### src/rtl/sb_pkg.sv
package sb_pkg;

  typedef enum logic [1:0] {
    CLS_INT  = 2'd0,
    CLS_MEM  = 2'd1,
    CLS_FADD = 2'd2,
    CLS_FMUL = 2'd3
  } op_cls_e;

  function automatic int max_of4(input int a, input int b, input int c, input int d);
    int m;
    m = a;
    if (b > m) m = b;
    if (c > m) m = c;
    if (d > m) m = d;
    return m;
  endfunction

endpackage

### src/rtl/sb_busy_table.sv
module sb_busy_table #(
  parameter int NREG = 32,
  parameter int RW   = $clog2(NREG)
) (
  input  logic          clk,
  input  logic          rst,
  input  logic          set_en,
  input  logic [RW-1:0] set_reg,
  input  logic          clr_en,
  input  logic [RW-1:0] clr_reg,
  input  logic [RW-1:0] q_src1,
  input  logic [RW-1:0] q_src2,
  input  logic [RW-1:0] q_dst,
  output logic          src1_busy,
  output logic          src2_busy,
  output logic          dst_busy
);

  logic [NREG-1:0] busy;

  genvar r;
  generate
    for (r = 0; r < NREG; r++) begin : g_reg
      always_ff @(posedge clk) begin
        if (rst) begin
          busy[r] <= 1'b0;
        end else if (set_en && set_reg == RW'(r)) begin
          busy[r] <= 1'b1;
        end else if (clr_en && clr_reg == RW'(r)) begin
          busy[r] <= 1'b0;
        end
      end
    end
  endgenerate

  assign src1_busy = busy[q_src1];
  assign src2_busy = busy[q_src2];
  assign dst_busy  = busy[q_dst];


  clr_busy_chk: assert property (@(posedge clk) disable iff (rst)
    clr_en |-> busy[clr_reg]);


  set_free_chk: assert property (@(posedge clk) disable iff (rst)
    set_en |-> !busy[set_reg]);

endmodule

### src/rtl/sb_wb_ring.sv
module sb_wb_ring #(
  parameter int NREG   = 32,
  parameter int RW     = $clog2(NREG),
  parameter int MAXLAT = 4,
  parameter int LW     = $clog2(MAXLAT + 1)
) (
  input  logic          clk,
  input  logic          rst,
  input  logic [LW-1:0] q_lat,
  output logic          q_conflict,
  input  logic          ins_en,
  input  logic [RW-1:0] ins_reg,
  output logic          wb_valid,
  output logic [RW-1:0] wb_reg
);

  logic [MAXLAT-1:0] vld;
  logic [RW-1:0]     rg [MAXLAT];

  genvar j;
  generate
    for (j = 0; j < MAXLAT; j++) begin : g_slot
      logic          nxt_v;
      logic [RW-1:0] nxt_r;
      if (j == MAXLAT - 1) begin : g_top
        assign nxt_v = 1'b0;
        assign nxt_r = '0;
      end else begin : g_mid
        assign nxt_v = vld[j+1];
        assign nxt_r = rg[j+1];
      end
      always_ff @(posedge clk) begin
        if (rst) begin
          vld[j] <= 1'b0;
          rg[j]  <= '0;
        end else if (ins_en && q_lat == LW'(j + 1)) begin
          vld[j] <= 1'b1;
          rg[j]  <= ins_reg;
        end else begin
          vld[j] <= nxt_v;
          rg[j]  <= nxt_r;
        end
      end
    end
  endgenerate

  always_comb begin
    q_conflict = 1'b0;
    for (int k = 1; k < MAXLAT; k++) begin
      if (q_lat == LW'(k)) q_conflict = vld[k];
    end
  end

  assign wb_valid = vld[0];
  assign wb_reg   = rg[0];

endmodule

### src/rtl/sb_issue_ctl.sv
module sb_issue_ctl #(
  parameter int NREG     = 32,
  parameter int LAT_INT  = 1,
  parameter int LAT_MEM  = 2,
  parameter int LAT_FADD = 2,
  parameter int LAT_FMUL = 4,
  parameter int RW       = $clog2(NREG)
) (
  input  logic          clk,
  input  logic          rst,
  input  logic          dec_valid,
  input  logic [1:0]    dec_cls,
  input  logic [RW-1:0] dec_dst,
  input  logic          dec_dst_en,
  input  logic [RW-1:0] dec_src1,
  input  logic          dec_src1_en,
  input  logic [RW-1:0] dec_src2,
  input  logic          dec_src2_en,
  output logic          issue,
  output logic          stall,
  output logic          wb_valid,
  output logic [RW-1:0] wb_reg
);
  import sb_pkg::*;

  localparam int MAXLAT = max_of4(LAT_INT, LAT_MEM, LAT_FADD, LAT_FMUL);
  localparam int LW     = $clog2(MAXLAT + 1);

  logic [LW-1:0] lat;
  logic          s1_busy, s2_busy, d_busy, port_clash;
  logic          raw_hold, waw_hold, wb_hold;
  logic          book;

  always_comb begin
    case (op_cls_e'(dec_cls))
      CLS_INT:  lat = LW'(LAT_INT);
      CLS_MEM:  lat = LW'(LAT_MEM);
      CLS_FADD: lat = LW'(LAT_FADD);
      default:  lat = LW'(LAT_FMUL);
    endcase
  end

  sb_busy_table #(.NREG(NREG), .RW(RW)) u_busy (
    .clk       (clk),
    .rst       (rst),
    .set_en    (book),
    .set_reg   (dec_dst),
    .clr_en    (wb_valid),
    .clr_reg   (wb_reg),
    .q_src1    (dec_src1),
    .q_src2    (dec_src2),
    .q_dst     (dec_dst),
    .src1_busy (s1_busy),
    .src2_busy (s2_busy),
    .dst_busy  (d_busy)
  );

  sb_wb_ring #(.NREG(NREG), .RW(RW), .MAXLAT(MAXLAT), .LW(LW)) u_ring (
    .clk        (clk),
    .rst        (rst),
    .q_lat      (lat),
    .q_conflict (port_clash),
    .ins_en     (book),
    .ins_reg    (dec_dst),
    .wb_valid   (wb_valid),
    .wb_reg     (wb_reg)
  );

  assign raw_hold = (dec_src1_en && s1_busy) || (dec_src2_en && s2_busy);
  assign waw_hold = dec_dst_en && d_busy;
  assign wb_hold  = dec_dst_en && port_clash;
  assign issue    = dec_valid && !rst && !raw_hold && !waw_hold && !wb_hold;
  assign stall    = dec_valid && !issue;
  assign book     = issue && dec_dst_en;


  waw_vs_retire_chk: assert property (@(posedge clk) disable iff (rst)
    (issue && dec_dst_en && wb_valid) |-> (dec_dst != wb_reg));


  raw_src1_nobyp_chk: assert property (@(posedge clk) disable iff (rst)
    (issue && dec_src1_en && wb_valid) |-> (dec_src1 != wb_reg));


  raw_src2_nobyp_chk: assert property (@(posedge clk) disable iff (rst)
    (issue && dec_src2_en && wb_valid) |-> (dec_src2 != wb_reg));

endmodule

### config.mk
export PLATFORM = sky130hd
export DESIGN_NAME = sb_issue_ctl
export DESIGN_NICKNAME = d
export VERILOG_FILES = /design/src/rtl/sb_pkg.sv /design/src/rtl/sb_busy_table.sv /design/src/rtl/sb_wb_ring.sv /design/src/rtl/sb_issue_ctl.sv
export SDC_FILE = /design/constraint.sdc
export NUM_CORES = 1
export LEC_CHECK = 0
export ABC_AREA = 1
export BUFFER_PORTS_ARGS = -buffer_cell sky130_fd_sc_hd__buf_2
export CAP_MARGIN = 30
export CORE_AREA = 2 2 126 128
export CTS_CLUSTER_DIAMETER = 150
export DETAILED_ROUTE_END_ITERATION = 10
export DIE_AREA = 0 0 128 130
export GPL_TIMING_DRIVEN = 0
export SLEW_MARGIN = 20
export SYNTH_ARGS = -nofsm -noshare
export SYNTH_HDL_FRONTEND = slang
export SYNTH_HIERARCHICAL = 1
export SYNTH_SLANG_ARGS = --single-unit
### constraint.sdc
create_clock -name clk -period 2.2 [get_ports clk]
set_input_delay 0 -clock clk [delete_from_list [all_inputs] [get_ports clk]]
set_output_delay 0 -clock clk [all_outputs]
set_load 0.05 [all_outputs]
# [Yosys cells after proc, flatten, opt, wreduce, memory -nomap -nowiden]
# Memory sizes are Yosys's and may differ from the RTL's.
# Index checks and enable logic that the tools add are counted.
[op_classes] order_cmp=3 eq_ne=68 muxes=111 bitwise=8 reduce_logical=120
[op_table] cell="$eq A5 B5 Y1 const B" count=32
[op_table] cell="$mux W1" count=99
[op_table] cell="$eq A5 B4 Y1 const B" count=16
[op_table] cell="$logic_and A1 B1 Y1" count=78
[op_table] cell="$reduce_bool A2 Y1" count=32
[op_table] cell="$eq A5 B3 Y1 const B" count=8
[op_table] cell="$mux W5" count=8
[op_table] cell="$eq A5 B2 Y1 const B" count=4
[op_table] cell="$lt A5 B6 Y1 const B" count=3
[op_table] cell="$bmux W1 S5" count=3
[op_table] cell="$eq A5 B1 Y1 const B" count=2
[op_table] cell="$logic_not A5 Y1" count=2
[op_table] cell="$or A1 B1 Y1" count=8
[op_table] cell="$eq A3 B2 Y1 const B" count=2
[op_table] cell="$pmux W3 S2" count=1
[op_table] cell="$logic_not A1 Y1" count=5
[op_table] cell="$eq A3 B1 Y1 const B" count=1
[op_table] cell="$eq A3 B3 Y1 const B" count=1
[op_table] cell="$eq A2 B1 Y1 const B" count=1
[op_table] cell="$eq A2 B2 Y1 const B" count=1
[op_table] cell="$logic_not A2 Y1" count=1
[op_table] cell="$reduce_or A2 Y1" count=1
[op_table] cell="$logic_or A1 B1 Y1" count=1
[word_totals] reg_bits=36 ramBits=20 out_inout_bits=8 wordCells=347 n_memories=1
[mem_list] memory="u_ring.rg" depth=4 width=5 rd=4 rd_ports_with_merged_regs=0 wr=4 line_no="sb_wb_ring.sv:18" source="logic [RW-1:0] rg [MAXLAT];"

# [Longest topological paths before layout]
[depth] depth_word=17 mapped_depth=22

# [Cells and area by module]
# Netlist, hierarchy kept.
[by_module_without_submodules] module="sb_busy_table" n_inst=1 cells_per_inst=434 area_each_um2=2417.3
[by_module_without_submodules] module="sb_wb_ring" n_inst=1 cells_per_inst=120 area_each_um2=1097.3
[by_module_without_submodules] module="sb_issue_ctl" n_inst=1 cells_per_inst=17 area_each_um2=95.1

# [Least setup slack after synthesis]
# OpenSTA, ideal clock, no wires.
[synth_timing] path_kind="register to register" start="register u_busy.busy[21]" end="memory u_ring/rg[1][0] (netlist bit) (data pin)" arrival_time_ns=1.628 setup_slack_ns=0.319 stages_incl_launch_ff=19 cell_sequence="dfxtp_1 -> nand2_1 -> nand3_1 -> nand3_1 -> nand2_1 -> nand2_1 -> nand2_1 -> nand2_1 -> nand2_1 -> nand2_1 -> nand2_1 -> nor2_2 -> nand2_2 -> nor2_2 -> buf_6 -> nand4_1 -> buf_2 -> nor2_1 -> nor2_1"
[synth_lines] element="start: declaration" line_no="sb_busy_table.sv:19" source="logic [NREG-1:0] busy;"
[synth_lines] element="start signal: indexed assignment" line_no="sb_busy_table.sv:26" source="busy[r] <= 1'b0;"
[synth_lines] element="start signal: indexed assignment" line_no="sb_busy_table.sv:28" source="busy[r] <= 1'b1;"
[synth_lines] element="start signal: indexed assignment" line_no="sb_busy_table.sv:30" source="busy[r] <= 1'b0;"
[synth_lines] element="end: declaration" line_no="sb_wb_ring.sv:18"

==> run_results.csv <==
group,metric,value,unit
pwr,leakage,1.99,nW
min_path,hold_class,"in -> reg",
grt,grt_pass1_vias,3711,
synthesis,seq_area_frac_synth,0.366,
sta,setup_viol_count_final,1,
outcome,violations,"setup timing",
route,wl_per_cell,13.4,um
die,die_h,130,um
cts,clkTransAtPathRegs,0.07,ns
grt,grt_pass1_wl,17900,um
sta,setup_ws,-0.00128,ns
cts,clockRootBuffer,"clkbuf_16",
cts,h-tree-depth,2,
route,via_per_inst,4.68,
cts,numCtsBuffers,5,
grt,grt_overflow,0,
die,die_w,128,um
sta,maxSlewHeadroom,0.536,
route,vias,3892,
sta,hold_violations,0,
die,io_pins,31,
setup_path,path_class,"reg -> reg",
sta,grt_setup_unrepaired,"true",
place,portBuffers,26,
route,ant_nets,0,
pwr,ir_drop,287,uV
finish,multi_input_area,0.00218,mm^2
sta,worst_clock_skew,0.00681,ns
cts,clk_path_buf_depth,2,
synthesis,yosysTopAreaCell,"nand2_1",
setup_path,crit_path_end_kind,"flop",
die,rows,46,
setup_path,start_kind,"flop",
synthesis,synthTopCellsByArea,"nand2_1, dfxtp_1, edfxtp_1, nand3_1, a21oi_1",
synthesis,synth_cells,571,
route,detail_route.iter0.violations,266,
sta,fmax,454,MHz
cts,cts_hold_buf,0,
grt,grt_max_degree,18,
route,drcViolationCount,0,
die,start_util,0.234,
cts,clock_latency,0.29,ns
synthesis,ys_seq_elements,56,
finish,antenna_cells,0,
sta,fin_worst_hold_slack,0.0388,ns
cts,cts_tree,"yes",
setup_path,critPathMaxFanout,5,
synthesis,synth_area,0.00361,mm^2
die,dieArea,0.0166,mm^2
place,dpl.hpwl,8180,um
synthesis,yosysWarnings,6,
grt,track_usage,0.133,
sta,period_minus_slack,2.20,ns
route,routed_wl,11100,um
cts,clock-sinks,56,
finish,fillers,1701,
setup_path,cp.required,2.25,ns
sta,tightestPinTransition,0.695,ns
finish,drive_gt1_frac,0.253,
outcome,status,"complete, but fails checks",
sta,drv_slew,0,
setup_path,arrival,2.25,ns
place,globalplace.congestion,0.859,
finish,area_growth,28.9,%
route,drt_pre_antenna_iters,5,
pwr,power.density,513,mW/mm^2
grt,antenna_found_initial,0,
synthesis,synth.distinct_cells,22,
synthesis,synth_top_area_share,0.233,
pwr,power.total,0.00239,W
finish,regArea,0.00138,mm^2
sta,min_period_over_period,1.00,
finish,nNetsFinal,664,
synthesis,synth_area_per_cell,6.32,um^2
run,maxCapViolations,0,
die,design.core.area,0.0154,mm^2
worst max-delay path, stage by stage (launching register included):
cell	delay, ns
dfxtp_4	0.36
nand2_1	0.06
nand3_1	0.08
nand3_2	0.08
nand2_1	0.06
nand2_1	0.07
nand2_1	0.05
nand2_1	0.05
nand2_1	0.04
nand2_1	0.07
nand2_2	0.10
nor2_4	0.11
nand2_2	0.08
nor2_4	0.13
buf_6	0.12
nand4_1	0.17
buf_6	0.20
nor2_2	0.07
nor2_1	0.05
layer usage:
layer  global-route usage  vias to the layer above  part of all wire
met5                    0                        -                 0
met4               0.0381                        0             0.018
met3               0.0234                       19             0.066
met2                0.223                      129              0.46
met1                0.177                     1768              0.46
li1                     -                     1976                 -
state kept, by name, indices dropped and copies added (netlist names):
register,flops
u_ring/wb_valid,1
u_ring/rg,20
u_busy/busy,32
u_ring/g_slot.nxt_v,3
synthesized netlist by cell type (all sizes together):
cell type,number
nand3,90
o21ai,32
nand4,8
dfxtp,36
a21oi,34
nand2,225
ha,2
inv,53
edfxtp,20
conb,1
clkbuf,5
o31ai,2
nor2,45
buf,18
cells in the final DEF (no fill, tap or decap), drive strengths merged:
cell type and instances:
conb 20, nand2 225, nor2 45, nand4 8
buf 59, o31ai 2, o21ai 32, nand3 90
inv 54, clkinv 1, a21oi 34, ha 2
edfxtp 20, dfxtp 36, clkbuf 11, bufinv 1
repair_timing:
action,CTS,global route
gates cloned,0,2
pin swaps,3,35
setup endpoints to repair,31,44
gates resized for setup,21,88
setup buffers,3,11
cell families after synthesis:
family / Yosys count / share of synthesized area
AOI/OAI and AO/OA: 68 / 0.0967
adders and majority gates: 2 / 0.00693
and+or+nand+nor: 368 / 0.422
other: 1 / 0.00104
buffers and inverters: 76 / 0.107
DFF: 56 / 0.366
final timing paths:
path / startpoint / to / slack, ns / depth (start not counted)
setup / recovery: u_busy/busy[3]$_SDFFE_PP0P_ / u_ring/rg[1][2]$_SDFFCE_PN0P_ / -0.001 / 18
hold / removal: rst / u_busy/busy[30]$_SDFFE_PP0P_ / 0.04 / 2
setup reg to reg: u_busy/busy[3]$_SDFFE_PP0P_ / u_ring/rg[1][2]$_SDFFCE_PN0P_ / -0.001 / 18
hold reg to reg: u_ring/g_slot[2].nxt_v$_DFF_P_ / u_ring/g_slot[1].nxt_v$_SDFF_PP0_ / 0.47 / 2
per-stage QoR:
stage / cells / utilization / worst slack, ns / area (um^2) / TNS, ns
6_report: 832 / 0.302 / -0.00128 / 4650 / -0.00128
5_1_grt: 832 / 0.302 / -0.177 / 4650 / -2.51
4_1_cts: 819 / 0.278 / 0.00863 / 4280 / 0
3_5_place_dp: 808 / 0.263 / -0.198 / 4050 / -5.67
3_3_place_gp: 808 / 0.263 / -0.196 / 4050 / -5.56
2_1_floorplan: 590 / - / 0.319 / 3680 / 0
power breakdown:
part           internal, W  switching, W
clock             0.000536      0.000362
sequential         0.00108     0.0000136
combinational     0.000123      0.000271
final cells by class:
cell class	instances	area share
Timing Repair Buffer	42	0.0594
Sequential cell	56	0.297
Inverter	53	0.0460
Clock buffer	5	0.0269
Clock inverter	3	0.00887
Buffer	23	0.0411
Tap cell	192	0.0516
Multi-Input combinational cell	458	0.469
(Power assumes the default switching activity.)
